[src/rtl/xc_pkg.sv]
// Shared definitions for the translation cache.
// Assumes: none; holds default sizes and the fill-source encoding.
package xc_pkg;
    localparam int SLOTS_DEF  = 8;
    localparam int PAGE_W_DEF = 6;
    localparam int ASID_W_DEF = 4;
    localparam int FRAME_W_DEF = 6;
    localparam int CNT_W_DEF  = 16;

    // Where a fill lands: an existing match, a free slot, or an eviction.
    typedef enum logic [1:0] {
        FILL_SAME  = 2'd0,
        FILL_FREE  = 2'd1,
        FILL_EVICT = 2'd2
    } fill_src_e;
endpackage

[src/rtl/xc_match.sv]
// Parallel tag comparator: one equality check per slot on page and ASID.
// Assumes: the caller qualifies the result with its own request strobe.
module xc_match #(
    parameter int N  = 8,
    parameter int PW = 6,
    parameter int AW = 4
) (
    input  logic [N-1:0]         ent_valid,
    input  logic [N-1:0][PW-1:0] ent_page,
    input  logic [N-1:0][AW-1:0] ent_asid,
    input  logic [PW-1:0]        key_page,
    input  logic [AW-1:0]        key_asid,
    output logic [N-1:0]         match_vec
);
    for (genvar i = 0; i < N; i++) begin : g_cmp
        // One comparator per slot, all evaluated together.
        assign match_vec[i] = ent_valid[i] && (ent_page[i] == key_page)
                              && (ent_asid[i] == key_asid);
    end
endmodule

[src/rtl/xc_victim.sv]
// Fill slot selection: existing match first, then lowest free, then pointer.
// Assumes: at most one bit of same_vec is set.
module xc_victim #(
    parameter int N  = 8,
    parameter int IW = $clog2(N)
) (
    input  logic [N-1:0]      ent_valid,
    input  logic [N-1:0]      same_vec,
    input  logic [IW-1:0]     rr_ptr,
    output logic [IW-1:0]     slot,
    output xc_pkg::fill_src_e src
);
    // Scan from the top so the lowest index wins; a match overrides a free slot.
    always_comb begin
        slot = rr_ptr;
        src  = xc_pkg::FILL_EVICT;
        for (int i = N - 1; i >= 0; i--) begin
            if (!ent_valid[i]) begin
                slot = IW'(i);
                src  = xc_pkg::FILL_FREE;
            end
        end
        for (int i = N - 1; i >= 0; i--) begin
            if (same_vec[i]) begin
                slot = IW'(i);
                src  = xc_pkg::FILL_SAME;
            end
        end
    end
endmodule

[src/rtl/xc_satcnt.sv]
// Saturating event counter.
// Assumes: bump is a single-cycle qualified event.
module xc_satcnt #(
    parameter int W = 16
) (
    input  logic         clk,
    input  logic         rst_n,
    input  logic         bump,
    output logic [W-1:0] value
);
    // Count up on each event and hold at all-ones.
    always_ff @(posedge clk) begin
        if (!rst_n)                  value <= '0;
        else if (bump && value != '1) value <= value + W'(1);
    end
endmodule

[src/rtl/xc_tlb.sv]
// Address-space-tagged fully associative translation cache.
// Assumes: the caller walks the page table on a miss and returns the result
// with fill_en; flushes take priority over a fill in the same cycle.
module xc_tlb #(
    parameter int N       = xc_pkg::SLOTS_DEF,
    parameter int PAGE_W  = xc_pkg::PAGE_W_DEF,
    parameter int ASID_W  = xc_pkg::ASID_W_DEF,
    parameter int FRAME_W = xc_pkg::FRAME_W_DEF,
    parameter int CNT_W   = xc_pkg::CNT_W_DEF
) (
    input  logic               clk,
    input  logic               rst_n,
    input  logic               lk_valid,
    input  logic [PAGE_W-1:0]  lk_page,
    input  logic [ASID_W-1:0]  cur_asid,
    output logic               hit,
    output logic               miss,
    output logic [FRAME_W-1:0] frame_out,
    input  logic               fill_en,
    input  logic [PAGE_W-1:0]  fill_page,
    input  logic [ASID_W-1:0]  fill_asid,
    input  logic [FRAME_W-1:0] fill_frame,
    input  logic               flush_all,
    input  logic               flush_asid_en,
    input  logic [ASID_W-1:0]  flush_asid,
    output logic [CNT_W-1:0]   hit_count,
    output logic [CNT_W-1:0]   miss_count
);
    localparam int IW = $clog2(N);
    localparam logic [IW-1:0] LAST = IW'(N - 1);

    logic [N-1:0]              ent_valid;
    logic [N-1:0][PAGE_W-1:0]  ent_page;
    logic [N-1:0][ASID_W-1:0]  ent_asid;
    logic [N-1:0][FRAME_W-1:0] ent_frame;
    logic [IW-1:0]             rr_ptr;

    logic [N-1:0]              lk_match;
    logic [N-1:0]              fill_match;
    logic [IW-1:0]             fill_slot;
    xc_pkg::fill_src_e         fill_src;
    logic [FRAME_W-1:0]        sel_frame;

    xc_match #(.N(N), .PW(PAGE_W), .AW(ASID_W)) u_lk_cmp (
        .ent_valid (ent_valid), .ent_page (ent_page), .ent_asid (ent_asid),
        .key_page  (lk_page),   .key_asid (cur_asid), .match_vec (lk_match)
    );

    xc_match #(.N(N), .PW(PAGE_W), .AW(ASID_W)) u_fill_cmp (
        .ent_valid (ent_valid), .ent_page (ent_page), .ent_asid (ent_asid),
        .key_page  (fill_page), .key_asid (fill_asid), .match_vec (fill_match)
    );

    xc_victim #(.N(N), .IW(IW)) u_victim (
        .ent_valid (ent_valid), .same_vec (fill_match), .rr_ptr (rr_ptr),
        .slot      (fill_slot), .src      (fill_src)
    );

    // OR together the frames of matching slots; at most one is selected.
    always_comb begin
        sel_frame = '0;
        for (int i = 0; i < N; i++) begin
            if (lk_match[i]) sel_frame |= ent_frame[i];
        end
    end

    assign hit       = lk_valid && (|lk_match);
    assign miss      = lk_valid && !(|lk_match);
    assign frame_out = hit ? sel_frame : '0;

    // Valid bits and replacement pointer: reset, flushes, then fills.
    always_ff @(posedge clk) begin
        if (!rst_n) begin
            ent_valid <= '0;
            rr_ptr    <= '0;
        end else if (flush_all) begin
            ent_valid <= '0;
        end else if (flush_asid_en) begin
            for (int i = 0; i < N; i++) begin
                if (ent_asid[i] == flush_asid) ent_valid[i] <= 1'b0;
            end
        end else if (fill_en) begin
            ent_valid[fill_slot] <= 1'b1;
            if (fill_src == xc_pkg::FILL_EVICT) begin
                rr_ptr <= (rr_ptr == LAST) ? '0 : rr_ptr + IW'(1);
            end
        end
    end

    // Slot payload: written only by a fill that no flush overrides.
    always_ff @(posedge clk) begin
        if (rst_n && fill_en && !flush_all && !flush_asid_en) begin
            ent_page[fill_slot]  <= fill_page;
            ent_asid[fill_slot]  <= fill_asid;
            ent_frame[fill_slot] <= fill_frame;
        end
    end

    xc_satcnt #(.W(CNT_W)) u_hits (
        .clk (clk), .rst_n (rst_n), .bump (hit), .value (hit_count)
    );

    xc_satcnt #(.W(CNT_W)) u_misses (
        .clk (clk), .rst_n (rst_n), .bump (miss), .value (miss_count)
    );
endmodule

[config.mk]
export PLATFORM = sky130hd
export DESIGN_NAME = xc_tlb
export DESIGN_NICKNAME = d
export VERILOG_FILES = /design/src/rtl/xc_pkg.sv /design/src/rtl/xc_match.sv /design/src/rtl/xc_victim.sv /design/src/rtl/xc_satcnt.sv /design/src/rtl/xc_tlb.sv
export SDC_FILE = /design/constraint.sdc
export NUM_CORES = 1
export LEC_CHECK = 0
export ABC_AREA = 1
export BUFFER_PORTS_ARGS = -buffer_cell sky130_fd_sc_hd__buf_4
export CORE_UTILIZATION = 45
export DETAILED_ROUTE_END_ITERATION = 10
export PLACE_DENSITY_LB_ADDON = 0.3
export SLEW_MARGIN = 0
export SYNTH_ARGS = -nofsm -noshare
export SYNTH_HDL_FRONTEND = slang
export SYNTH_HIERARCHICAL = 1
export SYNTH_SLANG_ARGS = --single-unit
[constraint.sdc]
create_clock -name clk -period 7.8 [get_ports clk]
set_clock_uncertainty 0.2 [all_clocks]
set_input_delay 1.17 -clock clk [delete_from_list [all_inputs] [get_ports clk]]
set_output_delay 1.17 -clock clk [all_outputs]
set_load 0.02 [all_outputs]
==> parameters.txt <==
Parameter                              Value

Final layout
  Leading cell type in the layout, fill and taps excluded    sky130_fd_sc_hd__nand2_1
  Final core utilization    0.5149
  Number of filler cells placed in the layout    between 2000 and 2500
  Multi-input gate area in the final layout    about 4700 sq um
  Leading cell types in the layout, fill and taps excluded    sky130_fd_sc_hd__nand2_1 (542), sky130_fd_sc_hd__inv_1 (233), sky130_fd_sc_hd__nor2_1 (170)
  Inserted Diodes    0
  Post-synthesis to final-layout area growth    12.24%
  Area of all sequential standard cells    ~4700 sq um
  NumNets Final    between 1500 and 2000
  Share of cells above drive strength 1    0.1383

CTS
  Hold-fix buffers at CTS    0
  Total of cells resized after clock tree synthesis    0
  Number of buffers added by the clock tree synthesis step    17
  Clock sink count    ~170
  H-Tree Depth    4
  Worst-path clk slew    ~80 ps
  Clock latency on the worst-skew pair    between 400 and 500 ps
  TritonCTS clock tree    yes
  Maximum root-to-sink buffer count    2
  Cell chosen for the clock root    sky130_fd_sc_hd__clkbuf_16
  Post-CTS setup-driven buffer insertion count    0

Setup path
  Crit path kind    input port to output port
  Required time of the critical path    ~6400 ps
  Worst setup EP type    output port
  Launching point of the worst reg2reg path    ent_asid[31]
  R2R Setup Slk    3960 ps
  Worst EP arrival    between 3000 and 4000 ps
  Startpoint type of the worst setup path    input port
  Worst setup path startpoint    cur_asid[1]
  Maximum fanout encountered on the critical timing path    9

Min path
  Hold wc startpoint    rr_ptr[1]
  Type of the worst min-delay path    flop to flop

Job
  Count of maximum capacitance violations    0

Route
  Detailed Routing Iterations Pass 1    6
  Iteration-0 DRC count of the detailed router    roughly 900
  Total detailed-routing wirelength    between 30000 and 40000 microns
  Avg WL per Cell    approximately 17 microns
  DRC violations left    0
  Antenna-violating nets left    0
  DR vias    between 9000 and 10000
  Detailed-route vias per instance    around 5

Die
  I/O pin cnt    76
  Floorplan die area    ~24000 sq um
  Standard cell core area    about 23000 sq um
  Width of the die    between 150 and 200 microns
  Die Ht    156.5 microns
  Total number of placement rows    56
  Initial standard-cell utilization of the core    0.4587

Timing
  Final count of hold timing violations    0
  Total setup violations reported at the end of the flow    0
  Final worst-path cycle share    0.6184
  Sum of negative setup slack    0 ps
  Minimum setup slack in the final design    between 2000 and 3000 ps
  Worst Max-Slew Pin Slew    948.7 ps
  Setup repair after global routing missed its margin    false
  Headroom to the max-slew limit    0.3668
  Final max-slew violation count    0
  Top achievable clock speed    between 0.2 and 0.25 GHz
  Clock period minus worst slack    between 4000 and 5000 ps

Synthesis
  Summed instance area of the synthesized netlist    roughly 11000 sq um
  Number of distinct standard cells referenced by the synthesized netlist    just over 40
  Area share of the leading cell type in the synthesized netlist    0.3580
  Number of enable flip-flop cells after synthesis    approximately 130
  Flop and latch count out of synthesis    approximately 170
  Prevailing post-synth register cell    sky130_fd_sc_hd__edfxtp_1
  Share of the yosys chip area belonging to registers    0.4382
  Net count after synthesis    between 1500 and 2000
  Total number of yosys warnings    6
  Synth area leaders    sky130_fd_sc_hd__edfxtp_1 (36%), sky130_fd_sc_hd__nand2_1 (19%), sky130_fd_sc_hd__inv_1 (8.1%)
  Library cell with the largest summed area after synthesis    sky130_fd_sc_hd__edfxtp_1
  Average cell area after synthesis    about 7.3 sq um
  Number of instances in the synthesized netlist    1463
  Fraction of registers with async set or reset after synthesis    0

Placed design
  RePlAce Congestion    0.9702
  Post-place setup slack    2965 ps
  HPWL after DPL    23540 microns
  # port buffers    75

Pwr
  Leakage    approximately 5.5 nW
  PwrDens    166.2 nW/um^2
  Highest ir drop seen on vdd    approximately 0.00014 V

Global routing
  First-pass GRT wire length    around 49000 microns
  Largest net degree at the start of global routing    37
  Number of global-route vias before repair    8400
  Global-route total usage across every layer    0.2727
  Initial antenna violation count    0
  Grt ovf    0

Outcome
  Outcome    finished clean
critical path, stage by stage:
cell and delay (ps):
sky130_fd_sc_hd__buf_4 160, sky130_fd_sc_hd__inv_4 110, sky130_fd_sc_hd__nand2_1 60, sky130_fd_sc_hd__nand2_1 70, sky130_fd_sc_hd__inv_1 50, sky130_fd_sc_hd__nand2_1 130, sky130_fd_sc_hd__nor2_1 80, sky130_fd_sc_hd__nand2_1 80
sky130_fd_sc_hd__nor2_2 100, sky130_fd_sc_hd__nor2_1 100, sky130_fd_sc_hd__nand2_1 70, sky130_fd_sc_hd__o21ai_1 620, sky130_fd_sc_hd__inv_1 370, sky130_fd_sc_hd__buf_4 260
path summary, 6_finish.rpt:
path                        to  cells past startpoint
hold / removal       rr_ptr[1]                      2
setup reg to reg  ent_page[11]                     20
setup / recovery           hit                     14
hold reg to reg      rr_ptr[1]                      2
cell usage after synthesis, types with 4 or more instances:
cell,count
sky130_fd_sc_hd__nor2_4,11
sky130_fd_sc_hd__clkinv_1,4
sky130_fd_sc_hd__nor2_2,25
sky130_fd_sc_hd__nand4_1,17
sky130_fd_sc_hd__buf_6,23
sky130_fd_sc_hd__inv_2,8
sky130_fd_sc_hd__nand2_2,15
sky130_fd_sc_hd__nand2_4,4
sky130_fd_sc_hd__inv_1,233
sky130_fd_sc_hd__dfxtp_1,43
sky130_fd_sc_hd__edfxtp_1,128
sky130_fd_sc_hd__ha_1,4
sky130_fd_sc_hd__a21boi_1,8
sky130_fd_sc_hd__nor2_1,172
sky130_fd_sc_hd__nand2_1,542
sky130_fd_sc_hd__or2_2,8
sky130_fd_sc_hd__xnor2_1,59
sky130_fd_sc_hd__nand3_1,76
sky130_fd_sc_hd__a21boi_2,4
sky130_fd_sc_hd__inv_4,10
sky130_fd_sc_hd__a21oi_1,26
sky130_fd_sc_hd__nor3_1,10
sky130_fd_sc_hd__or2_0,6
cell families (layout without fill, tap and decap cells):
group | count (synthesis) | count (layout) | share of synthesized area
xor+xnor | 59 | 59 | 0.04814
buf+inv | 288 | 372 | 0.1259
fa+ha+maj | 4 | 4 | 0.004662
simple gates | 896 | 896 | 0.3568
flops | 171 | 171 | 0.4382
compound gates | 45 | 45 | 0.02634
per-layer routing:
| metal | share of wire | wire [microns] | global-route usage |
|---|---|---|---|
| met3 | 0.074 | 2359 | 0.03545 |
| met1 | 0.46 | 14650 | 0.3904 |
| met2 | 0.44 | 14200 | 0.4205 |
| met4 | 0.026 | 846 | 0.09897 |
| met5 | 0 | 0 | 0 |
state kept, by name (all words and copies together), names as in the netlist:
signal,count
ent_frame,48
ent_valid,8
u_misses/value,16
ent_asid,32
ent_page,48
rr_ptr,3
u_hits/value,16
cell type report:
cell class                      count  area share
Clock buffer                       17     0.03531
Sequential cell                   171      0.3904
Timing Repair Buffer               83     0.05151
Clock inverter                     15     0.01578
Tap cell                          319     0.03313
Inverter                          257     0.08297
Multi-Input combinational cell   1004      0.3909
power by group:
part           leakage [nW]  switching, mW  internal [mW]
clock                 0.294          0.434          0.437
sequential             1.50        0.00337          0.978
combinational          3.75          0.100         0.0499
metrics by stage:
step	total power, mW	instances	cell area [sq um]	hold slack [ps]
finish	2.002	1866	12050	312.0
global route	2.068	1866	12050	347.4
CTS	2.011	1865	12040	315.1
detailed placement	1.150	1833	11430	304.0
global placement	1.149	1833	11430	301.5
floorplan	1.108	1463	10740	282.3
Note: power is estimated with default switching activity, not from simulation.
